`src/rtl/xfer_pkg.sv`:
```
package xfer_pkg;

    typedef enum logic [2:0] {
        SQ_IDLE,
        SQ_LD_HOST,
        SQ_LD_MEM,
        SQ_UL_FETCH,
        SQ_UL_READY
    } seq_state_e;

    typedef enum logic [1:0] {
        PT_IDLE,
        PT_WRITE,
        PT_READ,
        PT_RWAIT
    } port_state_e;

endpackage

```
`src/rtl/xfer_avm_port.sv`:
```
module xfer_avm_port
    import xfer_pkg::*;
#(
    parameter int ADDR_W = 30,
    parameter int DATA_W = 32
) (
    input  logic              clk,
    input  logic              rst_n,
    input  logic              issue_i,
    input  logic              issue_wr_i,
    input  logic [ADDR_W-1:0] issue_addr_i,
    input  logic [DATA_W-1:0] issue_data_i,
    output logic              cpl_o,
    output logic [DATA_W-1:0] cpl_rdata_o,
    output logic [ADDR_W-1:0] mem_addr_o,
    output logic              mem_read_o,
    output logic              mem_write_o,
    output logic [DATA_W-1:0] mem_wdata_o,
    input  logic              mem_waitreq_i,
    input  logic [DATA_W-1:0] mem_rdata_i,
    input  logic              mem_rvalid_i
);

    typedef struct packed {
        port_state_e       st;
        logic [ADDR_W-1:0] addr;
        logic [DATA_W-1:0] data;
    } port_regs_t;

    port_regs_t r_d, r_q;

    always_comb begin
        r_d   = r_q;
        cpl_o = 1'b0;
        unique case (r_q.st)
            PT_IDLE: begin
                if (issue_i) begin
                    r_d.st   = issue_wr_i ? PT_WRITE : PT_READ;
                    r_d.addr = issue_addr_i;
                    if (issue_wr_i) r_d.data = issue_data_i;
                end
            end
            PT_WRITE: begin
                if (!mem_waitreq_i) begin
                    r_d.st = PT_IDLE;
                    cpl_o  = 1'b1;
                end
            end
            PT_READ: begin
                if (!mem_waitreq_i) r_d.st = PT_RWAIT;
            end
            PT_RWAIT: begin
                if (mem_rvalid_i) begin
                    r_d.st = PT_IDLE;
                    cpl_o  = 1'b1;
                end
            end
            default: r_d.st = PT_IDLE;
        endcase
    end

    always_ff @(posedge clk or negedge rst_n) begin
        if (!rst_n) begin
            r_q.st   <= PT_IDLE;
            r_q.addr <= '0;
            r_q.data <= '0;
        end else begin
            r_q <= r_d;
        end
    end

    assign mem_addr_o  = r_q.addr;
    assign mem_wdata_o = r_q.data;
    assign mem_write_o = (r_q.st == PT_WRITE);
    assign mem_read_o  = (r_q.st == PT_READ);
    assign cpl_rdata_o = mem_rdata_i;

    assert_wr_hold_R2: assert property (@(posedge clk) disable iff (!rst_n)
        (mem_write_o && mem_waitreq_i) |=>
            (mem_write_o && $stable(mem_addr_o) && $stable(mem_wdata_o)));

    assert_wr_drop_R2: assert property (@(posedge clk) disable iff (!rst_n)
        (mem_write_o && !mem_waitreq_i) |=> !mem_write_o);

    assert_rd_hold_R3: assert property (@(posedge clk) disable iff (!rst_n)
        (mem_read_o && mem_waitreq_i) |=> (mem_read_o && $stable(mem_addr_o)));

    assert_rd_drop_R3: assert property (@(posedge clk) disable iff (!rst_n)
        (mem_read_o && !mem_waitreq_i) |=> !mem_read_o);

    assert_excl_R3: assert property (@(posedge clk) disable iff (!rst_n)
        !(mem_read_o && mem_write_o));

endmodule

```
`src/rtl/xfer_iter_track.sv`:
```
module xfer_iter_track #(
    parameter int ITERS  = 260625,
    parameter int ADDR_W = 30,
    parameter int CNT_W  = $clog2(ITERS + 1)
) (
    input  logic              clk,
    input  logic              rst_n,
    input  logic              load_i,
    input  logic [ADDR_W-1:0] base_i,
    input  logic              step_i,
    output logic [ADDR_W-1:0] cur_addr_o,
    output logic [CNT_W-1:0]  count_o,
    output logic              last_o
);

    localparam logic [CNT_W-1:0] LAST_IDX = CNT_W'(ITERS - 1);
    localparam logic [CNT_W-1:0] FULL_CNT = CNT_W'(ITERS);

    typedef struct packed {
        logic [ADDR_W-1:0] base;
        logic [CNT_W-1:0]  count;
    } trk_regs_t;

    trk_regs_t t_d, t_q;

    always_comb begin
        t_d = t_q;
        if (load_i) begin
            t_d.base  = base_i;
            t_d.count = '0;
        end else if (step_i) begin
            t_d.count = t_q.count + 1'b1;
        end
    end

    always_ff @(posedge clk or negedge rst_n) begin
        if (!rst_n) begin
            t_q.base  <= '0;
            t_q.count <= '0;
        end else begin
            t_q <= t_d;
        end
    end

    assign cur_addr_o = t_q.base + ADDR_W'(t_q.count);
    assign count_o    = t_q.count;
    assign last_o     = (t_q.count == LAST_IDX);

    assert_cnt_bound_R7: assert property (@(posedge clk) disable iff (!rst_n)
        t_q.count <= FULL_CNT);

    assert_cnt_step_R7: assert property (@(posedge clk) disable iff (!rst_n)
        (step_i && !load_i) |=> (t_q.count != '0));

endmodule

```
`src/rtl/blk_xfer_seq.sv`:
```
module blk_xfer_seq
    import xfer_pkg::*;
#(
    parameter int ITERS  = 260625,
    parameter int ADDR_W = 30,
    parameter int DATA_W = 32,
    parameter int CNT_W  = $clog2(ITERS + 1)
) (
    input  logic              clk,
    input  logic              rst_n,
    input  logic              start_i,
    input  logic              mode_unload_i,
    input  logic [ADDR_W-1:0] base_addr_i,
    input  logic              host_evt_i,
    input  logic [DATA_W-1:0] host_wdata_i,
    output logic              host_ack_o,
    output logic [DATA_W-1:0] host_rdata_o,
    output logic [ADDR_W-1:0] mem_addr_o,
    output logic              mem_read_o,
    output logic              mem_write_o,
    output logic [DATA_W-1:0] mem_wdata_o,
    input  logic              mem_waitreq_i,
    input  logic [DATA_W-1:0] mem_rdata_i,
    input  logic              mem_rvalid_i,
    output logic              busy_o,
    output logic              done_o,
    output logic [CNT_W-1:0]  iter_o
);

    typedef struct packed {
        seq_state_e        st;
        logic [DATA_W-1:0] rdata;
        logic              pend;
        logic              ack;
        logic              done;
    } ctl_regs_t;

    ctl_regs_t c_d, c_q;

    logic              issue, issue_wr;
    logic [ADDR_W-1:0] issue_addr;
    logic              cpl;
    logic [DATA_W-1:0] cpl_rdata;
    logic              trk_load, trk_step, trk_last;
    logic [ADDR_W-1:0] trk_addr;

    xfer_iter_track #(
        .ITERS  (ITERS),
        .ADDR_W (ADDR_W),
        .CNT_W  (CNT_W)
    ) u_trk (
        .clk        (clk),
        .rst_n      (rst_n),
        .load_i     (trk_load),
        .base_i     (base_addr_i),
        .step_i     (trk_step),
        .cur_addr_o (trk_addr),
        .count_o    (iter_o),
        .last_o     (trk_last)
    );

    xfer_avm_port #(
        .ADDR_W (ADDR_W),
        .DATA_W (DATA_W)
    ) u_port (
        .clk           (clk),
        .rst_n         (rst_n),
        .issue_i       (issue),
        .issue_wr_i    (issue_wr),
        .issue_addr_i  (issue_addr),
        .issue_data_i  (host_wdata_i),
        .cpl_o         (cpl),
        .cpl_rdata_o   (cpl_rdata),
        .mem_addr_o    (mem_addr_o),
        .mem_read_o    (mem_read_o),
        .mem_write_o   (mem_write_o),
        .mem_wdata_o   (mem_wdata_o),
        .mem_waitreq_i (mem_waitreq_i),
        .mem_rdata_i   (mem_rdata_i),
        .mem_rvalid_i  (mem_rvalid_i)
    );

    always_comb begin
        c_d        = c_q;
        c_d.ack    = 1'b0;
        c_d.done   = 1'b0;
        issue      = 1'b0;
        issue_wr   = 1'b0;
        issue_addr = trk_addr;
        trk_load   = 1'b0;
        trk_step   = 1'b0;
        unique case (c_q.st)
            SQ_IDLE: begin
                if (start_i) begin
                    trk_load = 1'b1;
                    c_d.pend = 1'b0;
                    if (mode_unload_i) begin
                        issue      = 1'b1;
                        issue_addr = base_addr_i;
                        c_d.st     = SQ_UL_FETCH;
                    end else begin
                        c_d.st = SQ_LD_HOST;
                    end
                end
            end
            SQ_LD_HOST: begin
                if (host_evt_i) begin
                    issue    = 1'b1;
                    issue_wr = 1'b1;
                    c_d.st   = SQ_LD_MEM;
                end
            end
            SQ_LD_MEM: begin
                if (cpl) begin
                    c_d.ack  = 1'b1;
                    trk_step = 1'b1;
                    if (trk_last) begin
                        c_d.done = 1'b1;
                        c_d.st   = SQ_IDLE;
                    end else begin
                        c_d.st = SQ_LD_HOST;
                    end
                end
            end
            SQ_UL_FETCH: begin
                if (host_evt_i) c_d.pend = 1'b1;
                if (cpl) begin
                    c_d.rdata = cpl_rdata;
                    c_d.st    = SQ_UL_READY;
                end
            end
            SQ_UL_READY: begin
                if (c_q.pend || host_evt_i) begin
                    c_d.ack  = 1'b1;
                    c_d.pend = 1'b0;
                    trk_step = 1'b1;
                    if (trk_last) begin
                        c_d.done = 1'b1;
                        c_d.st   = SQ_IDLE;
                    end else begin
                        issue      = 1'b1;
                        issue_addr = trk_addr + 1'b1;
                        c_d.st     = SQ_UL_FETCH;
                    end
                end
            end
            default: c_d.st = SQ_IDLE;
        endcase
    end

    always_ff @(posedge clk or negedge rst_n) begin
        if (!rst_n) begin
            c_q.st    <= SQ_IDLE;
            c_q.rdata <= '0;
            c_q.pend  <= 1'b0;
            c_q.ack   <= 1'b0;
            c_q.done  <= 1'b0;
        end else begin
            c_q <= c_d;
        end
    end

    assign host_ack_o   = c_q.ack;
    assign host_rdata_o = c_q.rdata;
    assign done_o       = c_q.done;
    assign busy_o       = (c_q.st != SQ_IDLE);

    assert_ld_ack_R5: assert property (@(posedge clk) disable iff (!rst_n)
        (c_q.st == SQ_LD_MEM && mem_write_o && !mem_waitreq_i) |=> host_ack_o);

    assert_ack_pulse_R5: assert property (@(posedge clk) disable iff (!rst_n)
        host_ack_o |=> !host_ack_o);

    assert_ul_wait_R6: assert property (@(posedge clk) disable iff (!rst_n)
        (c_q.st == SQ_UL_FETCH && !mem_rvalid_i) |=> !host_ack_o);

    assert_done_last_R8: assert property (@(posedge clk) disable iff (!rst_n)
        done_o |-> (host_ack_o && !busy_o));

    assert_start_ign_R9: assert property (@(posedge clk) disable iff (!rst_n)
        ((c_q.st == SQ_LD_HOST || c_q.st == SQ_UL_FETCH) && start_i) |=> busy_o);

    assert_pend_R10: assert property (@(posedge clk) disable iff (!rst_n)
        (c_q.st == SQ_UL_READY && c_q.pend) |=> host_ack_o);

endmodule

```
`config.mk`:
```
export PLATFORM = sky130hd
export DESIGN_NAME = blk_xfer_seq
export DESIGN_NICKNAME = d
export VERILOG_FILES = /design/src/rtl/xfer_pkg.sv /design/src/rtl/xfer_avm_port.sv /design/src/rtl/xfer_iter_track.sv /design/src/rtl/blk_xfer_seq.sv
export SDC_FILE = /design/constraint.sdc
export NUM_CORES = 1
export LEC_CHECK = 0
export ABC_AREA = 1
export BUFFER_PORTS_ARGS = -buffer_cell sky130_fd_sc_hd__buf_2
export CAP_MARGIN = 30
export CORE_MARGIN = 4
export CORE_UTILIZATION = 55
export DETAILED_ROUTE_END_ITERATION = 10
export GPL_TIMING_DRIVEN = 0
export PLACE_DENSITY = 0.8
export SYNTH_ARGS = -nofsm -noshare
export SYNTH_HDL_FRONTEND = slang
export SYNTH_SLANG_ARGS = --single-unit
export TNS_END_PERCENT = 30
```
`constraint.sdc`:
```
create_clock -name clk -period 5.2 [get_ports clk]
set_clock_uncertainty 0.05 [all_clocks]
set_input_delay 0.52 -clock clk [delete_from_list [all_inputs] [get_ports clk]]
set_output_delay 0.52 -clock clk [all_outputs]
set_load 0.05 [all_outputs]
```
### Word level (Yosys, flattened, before mapping)

Index checks and enable logic that the tools add are counted.

* $add $sub $neg: 3
* equality and inequality tests: 18
* muxes and demuxes: 45
* reduce and logical (&&, ||, !) cells: 12

Operator list (count)
* $mux 30: 4
* $mux 64: 1
* $pmux 30 s2: 1
* $mux 18: 2
* $mux 35: 1
* $mux 32: 1
* $add 30x1->30 const B: 1
* $add 30x18->30: 1
* $ne 2x2->1 const B: 10
* $add 18x1->18 const B: 1
* $eq 18x18->1 const B: 1
* $mux 1: 16
* $mux 3: 5
* $pmux 3 s5: 1
* $mux 2: 7
* $pmux 2 s4: 1
* $reduce_and 4->1: 2
* $eq 3x2->1 const B: 2
* $pmux 1 s3: 2
* $reduce_bool 3->1: 2
* $reduce_and 5->1: 1
* $eq 2x2->1 const B: 2
* $pmux 1 s2: 2
* $pmux 2 s2: 1
* other kinds (9): 10

* bits in registers: 150
* input bits: 101
* word-level logic and storage cells: 88

### Logic depth before layout (Yosys ltp)

Gate-level depths: netlist of run 1.

* depth in word-level cells: 7
* gate-level depth with buffers: 21
* depth with buffers taken out: 21

### By module

A second synthesis of run 1 with hierarchy kept.

* cells, all modules: 1480
* area, all modules: 10682.7 µm²

Modules (own cells, without submodules)
* xfer_iter_track: instances 1, cells each 618, area each 3930.0 µm², sequential area each 1201.2 µm²
* blk_xfer_seq: instances 1, cells each 470, area each 3440.8 µm², sequential area each 950.9 µm²
* xfer_avm_port: instances 1, cells each 392, area each 3311.9 µm², sequential area each 1601.5 µm²

### Worst setup path after synthesis of run 1

Ideal clock, no wire load.

* path kind: register to register
* start: reg u_trk.t_q, in the netlist u_trk.count_o[0]
* end: reg u_port.r_q, in the netlist u_port.mem_addr_o[16]
* library setup time: 0.121 ns
* arrival time: 2.442 ns
* data required time: 5.029 ns
* slack: 2.587 ns
* stages on the path, launching flop included: 19
* buffers on the path: 0
* clock period less this slack: 2.613 ns
* path through: dfrtp_1 -> ha_1 -> inv_1 -> fa_1 -> inv_1 -> nand2_1 -> nand2_1 -> nand3_1 -> nand2_2 -> nand2_1 -> nand2_1 -> nand2_2 -> nor2_8 -> nand4_4 -> nor2_2 -> nand2_1 -> nand2_1 -> nand3_1 -> a22o_1

* longest elaborated chain between the ends: 5
* elaborated cells between the ends (all ways): 12

RTL lines
* start: declaration: line xfer_iter_track.sv:24 `trk_regs_t t_d, t_q;`
* start signal: assignment: line xfer_iter_track.sv:41 `t_q <= t_d;`
* $add 30x18->30 / $eq 18x18->1 (equally long branches): line xfer_iter_track.sv:45, xfer_iter_track.sv:47
* $add 30x1->30 / $mux 1 (equally long branches): line blk_xfer_seq.sv:142, blk_xfer_seq.sv:137
* $mux 30 / $mux 1 (equally long branches): line blk_xfer_seq.sv:137, blk_xfer_seq.sv:133
* $mux 30 / $pmux 1 s3 (equally long branches): line blk_xfer_seq.sv:133, blk_xfer_seq.sv:92
* $pmux 30 s2 / $reduce_and 2->1 (equally long branches)
* end signal: assignment: line xfer_avm_port.sv:68 `r_q <= r_d;`
* end: declaration: line xfer_avm_port.sv:30 `port_regs_t r_d, r_q;`

Parallel ways exist; a longest one is shown, timed or not.
A chain may end at the register's enable or synchronous reset.

### Worst setup path in the final report of run 1

* start: reg u_trk.t_q, in the netlist u_trk.count_o[0]
* end: reg u_port.r_q, in the netlist u_port.mem_addr_o[20]

The elaborated chain is that of the path after synthesis.

==> results of run 1 <==
layer usage:
layer  up-vias  global-route usage  routed length, um  share of wire
met5         -                   0                 36         0.0011
met4         2               0.136               1310          0.040
met3        81              0.0652               2680          0.082
met2       448               0.502              15700           0.48
met1      4790               0.382              13100           0.40
li1       4991                   -                  -              -
final cells by class:
class | instances | area [um^2]
Sequential cell | 150 | 3750
Fill cell | 1680 | 6180
Clock inverter | 15 | 200
Timing Repair Buffer | 218 | 1120
Buffer | 142 | 965
Tap cell | 234 | 293
Clock buffer | 17 | 425
Multi-Input combinational cell | 950 | 5150
Inverter | 180 | 676
synthesized netlist by cell type, types with 2 or more instances:
cell | instances | share of area
sky130_fd_sc_hd__nor2_1 | 106 | 0.038
sky130_fd_sc_hd__o21ai_1 | 3 | 0.0014
sky130_fd_sc_hd__o211ai_1 | 4 | 0.0028
sky130_fd_sc_hd__nand3_1 | 95 | 0.045
sky130_fd_sc_hd__nand4_1 | 25 | 0.015
sky130_fd_sc_hd__buf_1 | 7 | 0.0025
sky130_fd_sc_hd__nand3b_1 | 3 | 0.0021
sky130_fd_sc_hd__inv_2 | 15 | 0.0053
sky130_fd_sc_hd__nor2_2 | 19 | 0.011
sky130_fd_sc_hd__a221oi_1 | 2 | 0.0017
sky130_fd_sc_hd__nor2_4 | 7 | 0.0075
sky130_fd_sc_hd__a21oi_2 | 4 | 0.0033
sky130_fd_sc_hd__nor4_1 | 2 | 0.0012
sky130_fd_sc_hd__nand3_2 | 7 | 0.0066
sky130_fd_sc_hd__and2_1 | 3 | 0.0018
sky130_fd_sc_hd__mux2_2 | 64 | 0.068
sky130_fd_sc_hd__nand2_1 | 332 | 0.12
sky130_fd_sc_hd__buf_4 | 112 | 0.080
sky130_fd_sc_hd__a31oi_1 | 6 | 0.0036
sky130_fd_sc_hd__xor2_1 | 3 | 0.0025
sky130_fd_sc_hd__inv_1 | 165 | 0.059
sky130_fd_sc_hd__nand2_4 | 3 | 0.0032
sky130_fd_sc_hd__dfrtp_1 | 150 | 0.36
sky130_fd_sc_hd__clkbuf_1 | 14 | 0.0050
sky130_fd_sc_hd__buf_2 | 9 | 0.0043
sky130_fd_sc_hd__o21a_1 | 11 | 0.0078
sky130_fd_sc_hd__a21oi_1 | 92 | 0.044
sky130_fd_sc_hd__nor3_1 | 19 | 0.0090
sky130_fd_sc_hd__nand2_2 | 28 | 0.017
sky130_fd_sc_hd__a211oi_1 | 3 | 0.0021
sky130_fd_sc_hd__o21ai_0 | 73 | 0.035
sky130_fd_sc_hd__ha_1 | 21 | 0.025
path summary, 6_finish.rpt:
path                       slack [ns]  cells after the start                      to              from
min reg2reg                      0.44                      2           u_trk.t_q[20]     u_trk.t_q[20]
max                              1.86                     20   u_port.mem_addr_o[20]  u_trk.count_o[0]
min                              0.03                      1           u_trk.t_q[33]             rst_n
max reg2reg                      1.86                     20   u_port.mem_addr_o[20]  u_trk.count_o[0]
max in group asynchronous        4.26                      2   u_port.mem_addr_o[29]             rst_n
min in group clk                 0.26                      2  u_port.mem_wdata_o[30]  host_wdata_i[30]
power by group through the flow:
stage	registers, uW	logic (uW)	clock network [uW]
3_3_place_gp	2000	4480	0
5_1_grt	2070	4900	1380
4_1_cts	2000	4570	1320
3_5_place_dp	2020	4550	0
6_report	2010	4570	1310
2_1_floorplan	1930	3610	0
registers in the layout (all words and copies together) (netlist names):
name and count:
host_rdata_o 32, u_trk.t_q 30, done_o 1, u_trk.count_o 18
u_port.r_q 2, c_q 4, u_port.mem_addr_o 30, host_ack_o 1
u_port.mem_wdata_o 32
through the flow:
step / hold WS [ns] / setup WS (ns) / std cells
5_1_grt: 0.0887 / 1.66 / 1906
6_report: 0.0302 / 1.86 / 1906
3_5_place_dp: 0.421 / 2.00 / 1874
2_1_floorplan: 0.174 / 2.59 / 1422
3_3_place_gp: 0.413 / 1.28 / 1873
4_1_cts: 0.0823 / 1.93 / 1906
cell families (layout without fill, tap and decap cells):
kind of cell | after synthesis | in the layout | share of synthesized area
multiplexers | 64 | 64 | 0.0683
XOR/XNOR | 3 | 3 | 0.00249
AND/OR/NAND/NOR | 655 | 655 | 0.284
buffers and inverters | 322 | 572 | 0.156
flip-flops | 150 | 150 | 0.356
AO/OA/AOI/OAI | 206 | 206 | 0.107
adder cells (fa/ha/maj) | 22 | 22 | 0.0268
==> impl_metrics.json, run 1 <==
{
  "diodes": 0,
  "clk_latency_ns": 0.43,
  "postRouteAntennaNets": 0,
  "p_total_uw": 7890,
  "cp-end-kind": "flip-flop",
  "post_cts_resize_count": 0,
  "grt_pass1_vias": 10160,
  "routabilityCongestion": 1.01,
  "synth.yosys.warnings": 0,
  "post_cts_buffers": 0,
  "maxSlewViolCount": 0,
  "grt_overflow_total": 0,
  "clock.fmax_mhz": 299,
  "final_design_area_no_fill_um2": 12600,
  "synth-seq-cells": 150,
  "dominantRegCellSynth": "sky130_fd_sc_hd__dfrtp_1",
  "die-width_um": 146,
  "tritoncts.num_buffers": 17,
  "p_int_uw": 3880,
  "setup_violations": 0,
  "unrepaired_setup_endpoints_after_global_routing": "no",
  "fin_crit_ns": 3.34,
  "critical-path-top-cell-by-count": "sky130_fd_sc_hd__nand2_1",
  "power_switching_uw": 4000,
  "initial_core_util": 0.562,
  "final_layout_size_suffix_gt1_frac": 0.313,
  "worst_setup_hold_path_clk_slew_ns": 0.07,
  "final_core_util": 0.671,
  "worst_ep_arrival_time_ns": 3.65,
  "drtIter0Drc": 837,
  "area_growth_syn_to_layout_pct": 19.3,
  "most-common-layout-cells": "sky130_fd_sc_hd__nand2_1, sky130_fd_sc_hd__buf_2, sky130_fd_sc_hd__inv_1",
  "synth_edf_count": 0,
  "placeableCoreArea_um2": 18800,
  "detailedRoute.firstPassIterationCount": 6,
  "cp_max_fo": 6,
  "outcome": "finished clean",
  "synthDistinctLibCells": 47,
  "ctsLongestPathBuffers": 2,
  "final_net_count": 1782,
  "cts-root-buf": "sky130_fd_sc_hd__clkbuf_16",
  "cts_hold_buffers": 0,
  "die_h_um": 146,
  "share_seq_of_total_power": 0.255,
  "largest_net_degree_at_the_start_of_global_routing": 78,
  "synth_async_sr_flop_share": 1.00,
  "syn_area_um2": 10500,
  "final.period_utilization": 0.643,
  "globalRouteTotalUtil": 0.303,
  "slew-limit-headroom": 0.459,
  "tns_ns": 0,
  "postPlaceCellArea_um2": 12000,
  "clockPowerShare": 0.166,
  "detailed_route_drc_error_count": 0,
  "worstPathCellList": "ha_1 > inv_1 > fa_1 > inv_1 > nand2_1 > nand2_1 > nand3_1 > nand2_2 > nand2_1 > nand2_1 > nand2_1 > nand2_1 > inv_1 > nor2_4 > nand2_1 > nor2_2 > nand2_1 > nand2_1 > nand3_1 > a21oi_1",
  "switching_share": 0.507,
  "worstSetupStartpointType": "flip-flop",
  "synthCells": 1422,
  "leakage_uw": 0.00659,
  "max-cap-violations": 0,
  "hold_path_class": "in -> async",
  "ctsHtreeMaxLevel": 4,
  "grt_pass1_wl_um": 51600,
  "tightest_slew_ns": 0.811,
  "peakVddDrop_uv": 538,
  "timing.critical_path.required_ns": 5.51,
  "post_drt_via_cell_ratio": 5.41,
  "slowest_delay_ns": 0.49,
  "vias": 10312,
  "die_area_um2": 21500,
  "layout.cells.most_common": "sky130_fd_sc_hd__nand2_1",
  "place.port_buffers": 217,
  "syn-mean-instance-area_um2": 7.42,
  "power.combinational.fraction": 0.579,
  "seq_area_frac_synth": 0.356,
  "place.detailed.hpwl_um": 26400,
  "floorplan.rows": 50,
  "finalHoldViolations": 0,
  "pwr_density_cell_nw_per_um2": 627,
  "drt-total-wl_um": 32700,
  "tritoncts": "yes",
  "critical_path.top_delay_family": "simple AND/OR/NAND/NOR gates",
  "wire_per_inst_um": 17.2,
  "slowest_stage": "sky130_fd_sc_hd__dfrtp_1",
  "clock_sinks": 150,
  "number_of_antenna_violations_at_the_first_check_in_global_routing": 0,
  "path_class": "reg -> reg",
  "cp.buffers_inverters": 3,
  "synth_nets": 1545,
  "design.portCount": 218
}
No activity file was read; power rests on OpenSTA's default activity.
==> run 2: changes to the inputs <==
Clock period 5.2 ns to 3.17 ns, I/O delays scaled along.
==> run 2 against run 1 <==
  * Wire length rose by 0.44%
  * Register-to-register slack got worse by 1.7 ns
  * Critical endpoint unchanged
  * Utilization rose by 0.49 points
  * Sequential share of layout area fell by 0.19 points
  * Cell area rose by 0.73%
  * Largest cell class unchanged
  * Sequential power rose by 64%
  * Via count rose by 0.80%
  * Cell count rose by 0.16%
  * Global-route usage did not move
  * Power rose by 65%
  * Combinational power rose by 65%
==> impl_metrics.json, run 2 (synthesized netlist as in run 1, its figures left out) <==
{
  "worst_r2r_startpoint": "u_trk.count_o[0]",
  "hold-path-endpoint": "u_port.mem_wdata_o[25]",
  "slowest_stage": "sky130_fd_sc_hd__dfrtp_2",
  "worstSetupStartpointType": "flip-flop",
  "critical_path.top_delay_family": "simple AND/OR/NAND/NOR gates",
  "worstPathCellList": "ha_4 > inv_1 > fa_1 > inv_2 > nand2_1 > nand2_1 > nand3_1 > nand2_2 > nand2_1 > nand2_1 > nand2_2 > nor2_8 > nand2_4 > nor2_2 > nand3_2 > nor2_4 > nand2_1 > nand2_1 > nand3_1 > a21oi_1",
  "clk_latency_ns": 0.43,
  "number_of_antenna_violations_at_the_first_check_in_global_routing": 0,
  "grt_pass1_wl_um": 51600,
  "ctsHtreeMaxLevel": 4,
  "worstRegToRegCells": 20,
  "die_area_um2": 21500,
  "leakage_uw": 0.00660,
  "timing.critical_path.required_ns": 3.48,
  "ctsLongestPathBuffers": 2,
  "finalHoldViolations": 0,
  "cts-root-buf": "sky130_fd_sc_hd__clkbuf_16",
  "cp_max_fo": 4,
  "pre_cts_slack_ns": -0.0281,
  "final_net_count": 1785,
  "final_core_util": 0.675,
  "fin_crit_ns": 3.02,
  "setup.reg_to_reg.worst_slack_ns": 0.15,
  "critical_hold_path_startpoint": "host_wdata_i[25]",
  "final.period_utilization": 0.953,
  "worst_r2r_endpoint": "u_port.mem_addr_o[20]",
  "diodes": 0,
  "globalRouteTotalUtil": 0.303,
  "floorplan.rows": 50,
  "routabilityCongestion": 1.01,
  "die-width_um": 146,
  "grt_pass1_vias": 10160,
  "drt-total-wl_um": 32900,
  "area_growth_syn_to_layout_pct": 20.2,
  "slowest_delay_ns": 0.41,
  "drtIter0Drc": 819,
  "post_drt_via_cell_ratio": 5.45,
  "path_class": "reg -> reg",
  "initial_core_util": 0.562,
  "maxSlewViolCount": 0,
  "postRouteAntennaNets": 0,
  "clock.fmax_mhz": 331,
  "unrepaired_setup_endpoints_after_global_routing": "yes",
  "tritoncts.num_buffers": 17,
  "largest_net_degree_at_the_start_of_global_routing": 78,
  "cp-end-kind": "flip-flop",
  "vias": 10395,
  "slew-limit-headroom": 0.454,
  "place.port_buffers": 217,
  "grt_overflow_total": 0,
  "pwr_density_cell_nw_per_um2": 1030,
  "peakVddDrop_uv": 880,
  "layout.cells.most_common": "sky130_fd_sc_hd__nand2_1",
  "tightest_slew_ns": 0.820,
  "critical-path-top-cell-by-count": "sky130_fd_sc_hd__nand2_1",
  "detailed_route_drc_error_count": 0,
  "die_h_um": 146,
  "worst_ep_arrival_time_ns": 3.33,
  "tritoncts": "yes",
  "worst_setup_hold_path_clk_slew_ns": 0.08,
  "detailedRoute.firstPassIterationCount": 6,
  "final_layout_size_suffix_gt1_frac": 0.322,
  "final.setup.worst_slack_ns": 0.149,
  "outcome": "finished clean",
  "cp.buffers_inverters": 2,
  "design.portCount": 218,
  "clock_sinks": 150,
  "hold_depth": 2,
  "hold_path_class": "in -> reg",
  "placeableCoreArea_um2": 18800,
  "wire_per_inst_um": 17.2,
  "setup_violations": 0,
  "place.detailed.hpwl_um": 26400,
  "most-common-layout-cells": "sky130_fd_sc_hd__nand2_1, sky130_fd_sc_hd__buf_2, sky130_fd_sc_hd__inv_1",
  "max-cap-violations": 0
}
[run 2: changes by cell type in the layout (fill, tap and decap cells not counted), sizes merged]
cell | before | now
buf | 346 | 348
dlygate4sd3 | 0 | 1
[run 2: worst max path at each step]
stage	start	end	slack, ns	cells after the start
after global placement	rst_n	u_port.mem_wdata_o[2]	-0.55	1
after global routing	u_trk.count_o[0]	u_port.mem_addr_o[20]	-0.03	20
after floorplan	u_trk.count_o[0]	u_port.mem_addr_o[16]	0.56	18
final	u_trk.count_o[0]	u_port.mem_addr_o[20]	0.15	20
after CTS	u_trk.count_o[0]	u_port.mem_addr_o[20]	0.002	20
after detailed placement	u_trk.count_o[0]	u_port.mem_addr_o[20]	-0.03	20
[run 2: stage by stage]
| step | total power, uW | hold slack, ns | setup TNS [ns] | instances | area, um^2 |
|---|---|---|---|---|---|
| final | 13000 | 0.0543 | 0 | 1909 | 12700 |
| after global routing | 13800 | 0.0470 | -0.0637 | 1909 | 12700 |
| after CTS | 13000 | 0.0410 | 0 | 1907 | 12600 |
| after detailed placement | 10800 | 0.338 | -0.0281 | 1874 | 12000 |
| after global placement | 10600 | 0.413 | -80.98 | 1873 | 11900 |
| after floorplan | 9080 | -0.0286 | 0 | 1422 | 10500 |
[run 2: cell type report]
cell class	instances	area, um^2
multi-input combinational	950	5220
inverter	180	676
clock inverter	15	200
clock buffer	17	425
sequential	150	3760
timing repair buffer	221	1140
tap	234	293
fill	1676	6090
buffer	142	965
[run 2: layer usage]
| metal | track usage | routed length, um | up-vias |
|---|---|---|---|
| li1 | - | - | 5003 |
| met2 | 0.502 | 15700 | 488 |
| met1 | 0.382 | 13000 | 4817 |
| met5 | 0 | 0 | - |
| met3 | 0.0649 | 2850 | 87 |
| met4 | 0.136 | 1310 | 0 |
[run 2: timing repair]
item                                   4_1_cts  5_1_grt
endpoints found under the hold margin       73        0
setup endpoints to repair                    4       21
gates resized for setup                      2       16
pin swaps                                    0        3
hold buffers                                 1        0
setup buffers                                0        2
[run 2: where the power goes]
part           internal (uW)  switching (uW)
clock                   1140             995
combinational           2500            5060
sequential              2760             539
==> run 3: changes to the inputs <==
Settings changed: SLEW_MARGIN set to 10.
Clock period 3.17 ns to 3.6 ns, I/O delays scaled along.
==> run 3 against run 2 <==
  * Clock power down 12%
  * Global-route usage did not move
  * Utilization is 0.41 points lower
  * Power is 12% lower
  * Via count shrank 0.53%
  * Cell count down 0.10%
  * Sequential share of layout area rose by 0.15 points
  * Critical endpoint unchanged
  * Largest power group unchanged
==> impl_metrics.json, run 3 (synthesized netlist as in run 1, its figures left out) <==
{
  "design.portCount": 218,
  "peakVddDrop_uv": 776,
  "worst_r2r_endpoint": "u_port.mem_addr_o[20]",
  "globalRouteTotalUtil": 0.303,
  "worst_r2r_startpoint": "u_trk.count_o[0]",
  "largest_net_degree_at_the_start_of_global_routing": 78,
  "floorplan.rows": 50,
  "fin_crit_ns": 3.34,
  "hold_path_class": "in -> reg",
  "die_h_um": 146,
  "setup.reg_to_reg.worst_slack_ns": 0.26,
  "slew-limit-headroom": 0.455,
  "place.port_buffers": 217,
  "most-common-layout-cells": "sky130_fd_sc_hd__nand2_1, sky130_fd_sc_hd__buf_2, sky130_fd_sc_hd__inv_1",
  "cts_hold_buffers": 1,
  "met1_usage": 0.382,
  "tightest_slew_ns": 0.817,
  "postPlaceCellArea_um2": 12000,
  "area_growth_syn_to_layout_pct": 19.5,
  "detailedRoute.firstPassIterationCount": 7,
  "placeableCoreArea_um2": 18800,
  "setup_violations": 0,
  "finalHoldViolations": 0,
  "outcome": "finished clean",
  "unrepaired_setup_endpoints_after_global_routing": "no",
  "worstSetupPathDepth": 20,
  "clk_latency_ns": 0.43,
  "hold_depth": 2,
  "grt_pass1_wl_um": 51600,
  "tritoncts": "yes",
  "critical_path.top_delay_family": "simple AND/OR/NAND/NOR gates",
  "clock_sinks": 150,
  "routabilityCongestion": 1.01,
  "path_class": "reg -> reg",
  "cts-root-buf": "sky130_fd_sc_hd__clkbuf_16",
  "final_layout_size_suffix_gt1_frac": 0.313,
  "initial_core_util": 0.562,
  "worstPathCellList": "ha_1 > inv_1 > fa_1 > inv_1 > nand2_1 > nand2_1 > nand3_1 > nand2_2 > nand2_1 > nand2_1 > nand2_1 > nand2_1 > inv_1 > nor2_4 > nand2_1 > nor2_2 > nand2_1 > nand2_1 > nand3_1 > a21oi_1",
  "worstSetupStartpointType": "flip-flop",
  "timing.critical_path.required_ns": 3.90,
  "worstRegToRegCells": 20,
  "worst_setup_hold_path_clk_slew_ns": 0.08,
  "detailed_route_drc_error_count": 0,
  "final_net_count": 1783,
  "drt-total-wl_um": 32800,
  "maxSlewViolCount": 0,
  "grt_use_met2": 0.502,
  "post_cts_resize_count": 0,
  "crit_start": "u_trk.count_o[0]",
  "leakage_uw": 0.00659,
  "number_of_antenna_violations_at_the_first_check_in_global_routing": 0,
  "vias": 10340,
  "worstSetupEndpoint": "u_port.mem_addr_o[20]",
  "layout.cells.most_common": "sky130_fd_sc_hd__nand2_1",
  "worst_ep_arrival_time_ns": 3.65,
  "cp_max_fo": 6,
  "drtIter0Drc": 796,
  "ctsLongestPathBuffers": 2,
  "cp-end-kind": "flip-flop",
  "gr-usage-met3": 0.0649,
  "slowest_delay_ns": 0.49,
  "place.detailed.hpwl_um": 26400,
  "clock.fmax_mhz": 299,
  "grt-busiest-layer": "met2",
  "diodes": 0,
  "slowest_stage": "sky130_fd_sc_hd__dfrtp_1",
  "final_design_area_no_fill_um2": 12600,
  "critical-path-top-cell-by-count": "sky130_fd_sc_hd__nand2_1",
  "post_cts_buffers": 0,
  "die-width_um": 146,
  "pwr_density_cell_nw_per_um2": 904,
  "die_area_um2": 21500,
  "grt_overflow_total": 0,
  "cp.buffers_inverters": 3,
  "ctsHtreeMaxLevel": 4,
  "tns_ns": 0,
  "fill_cell_instance_count_of_the_final_layout": 1679,
  "max-cap-violations": 0,
  "wire_per_inst_um": 17.2,
  "post_drt_via_cell_ratio": 5.42,
  "grt_pass1_vias": 10160,
  "tritoncts.num_buffers": 17,
  "final.period_utilization": 0.929,
  "postRouteAntennaNets": 0
}
==> run 3: changes by cell type in the layout (fill, tap and decap cells not counted), sizes merged <==
cell,change
buf,-2
==> run 3: metal layers <==
| layer | share of wire | vias up |
|---|---|---|
| li1 | - | 4991 |
| met2 | 0.48 | 462 |
| met1 | 0.40 | 4809 |
| met4 | 0.039 | 0 |
| met3 | 0.081 | 78 |
| met5 | 0 | - |
==> run 3: power breakdown <==
part | switching (uW) | total, uW | internal [uW]
clock network | 880 | 1890 | 1010
logic | 4430 | 6600 | 2180
registers | 476 | 2900 | 2430
total | 5780 | 11400 | 5610
==> run 3: layout make-up <==
class	count	area [um^2]	share of cell area
sequential	150	3750	0.298
clock buffer	17	425	0.0338
inverter	180	676	0.0536
clock inverter	15	200	0.0159
timing repair buffer	219	1130	0.0900
multi-input combinational	950	5150	0.409
tap	234	293	0.0232
buffer	142	965	0.0766
==> run 3: worst min-delay path by stage <==
stage,from,to,slack (ns)
2_1_floorplan,rst_n,c_q[2],0.01
3_3_place_gp,u_trk.t_q[20],u_trk.t_q[20],0.41
3_5_place_dp,rst_n,u_trk.t_q[35],0.32
4_1_cts,host_wdata_i[25],u_port.mem_wdata_o[25],0.08
5_1_grt,host_wdata_i[29],u_port.mem_wdata_o[29],0.09
6_report,host_wdata_i[30],u_port.mem_wdata_o[30],0.1
==> run 3: per-stage QoR <==
| step | instances | hold slack [ns] | total power, uW | worst slack, ns | util |
|---|---|---|---|---|---|
| 6_report | 1907 | 0.0989 | 11400 | 0.256 | 0.671 |
| 5_1_grt | 1907 | 0.0900 | 12100 | 0.0578 | 0.671 |
| 4_1_cts | 1907 | 0.0840 | 11400 | 0.330 | 0.671 |
| 3_5_place_dp | 1874 | 0.317 | 9490 | 0.402 | 0.637 |
| 3_3_place_gp | 1873 | 0.413 | 9370 | -0.162 | 0.635 |
| 2_1_floorplan | 1422 | 0.0144 | 8000 | 0.987 | - |
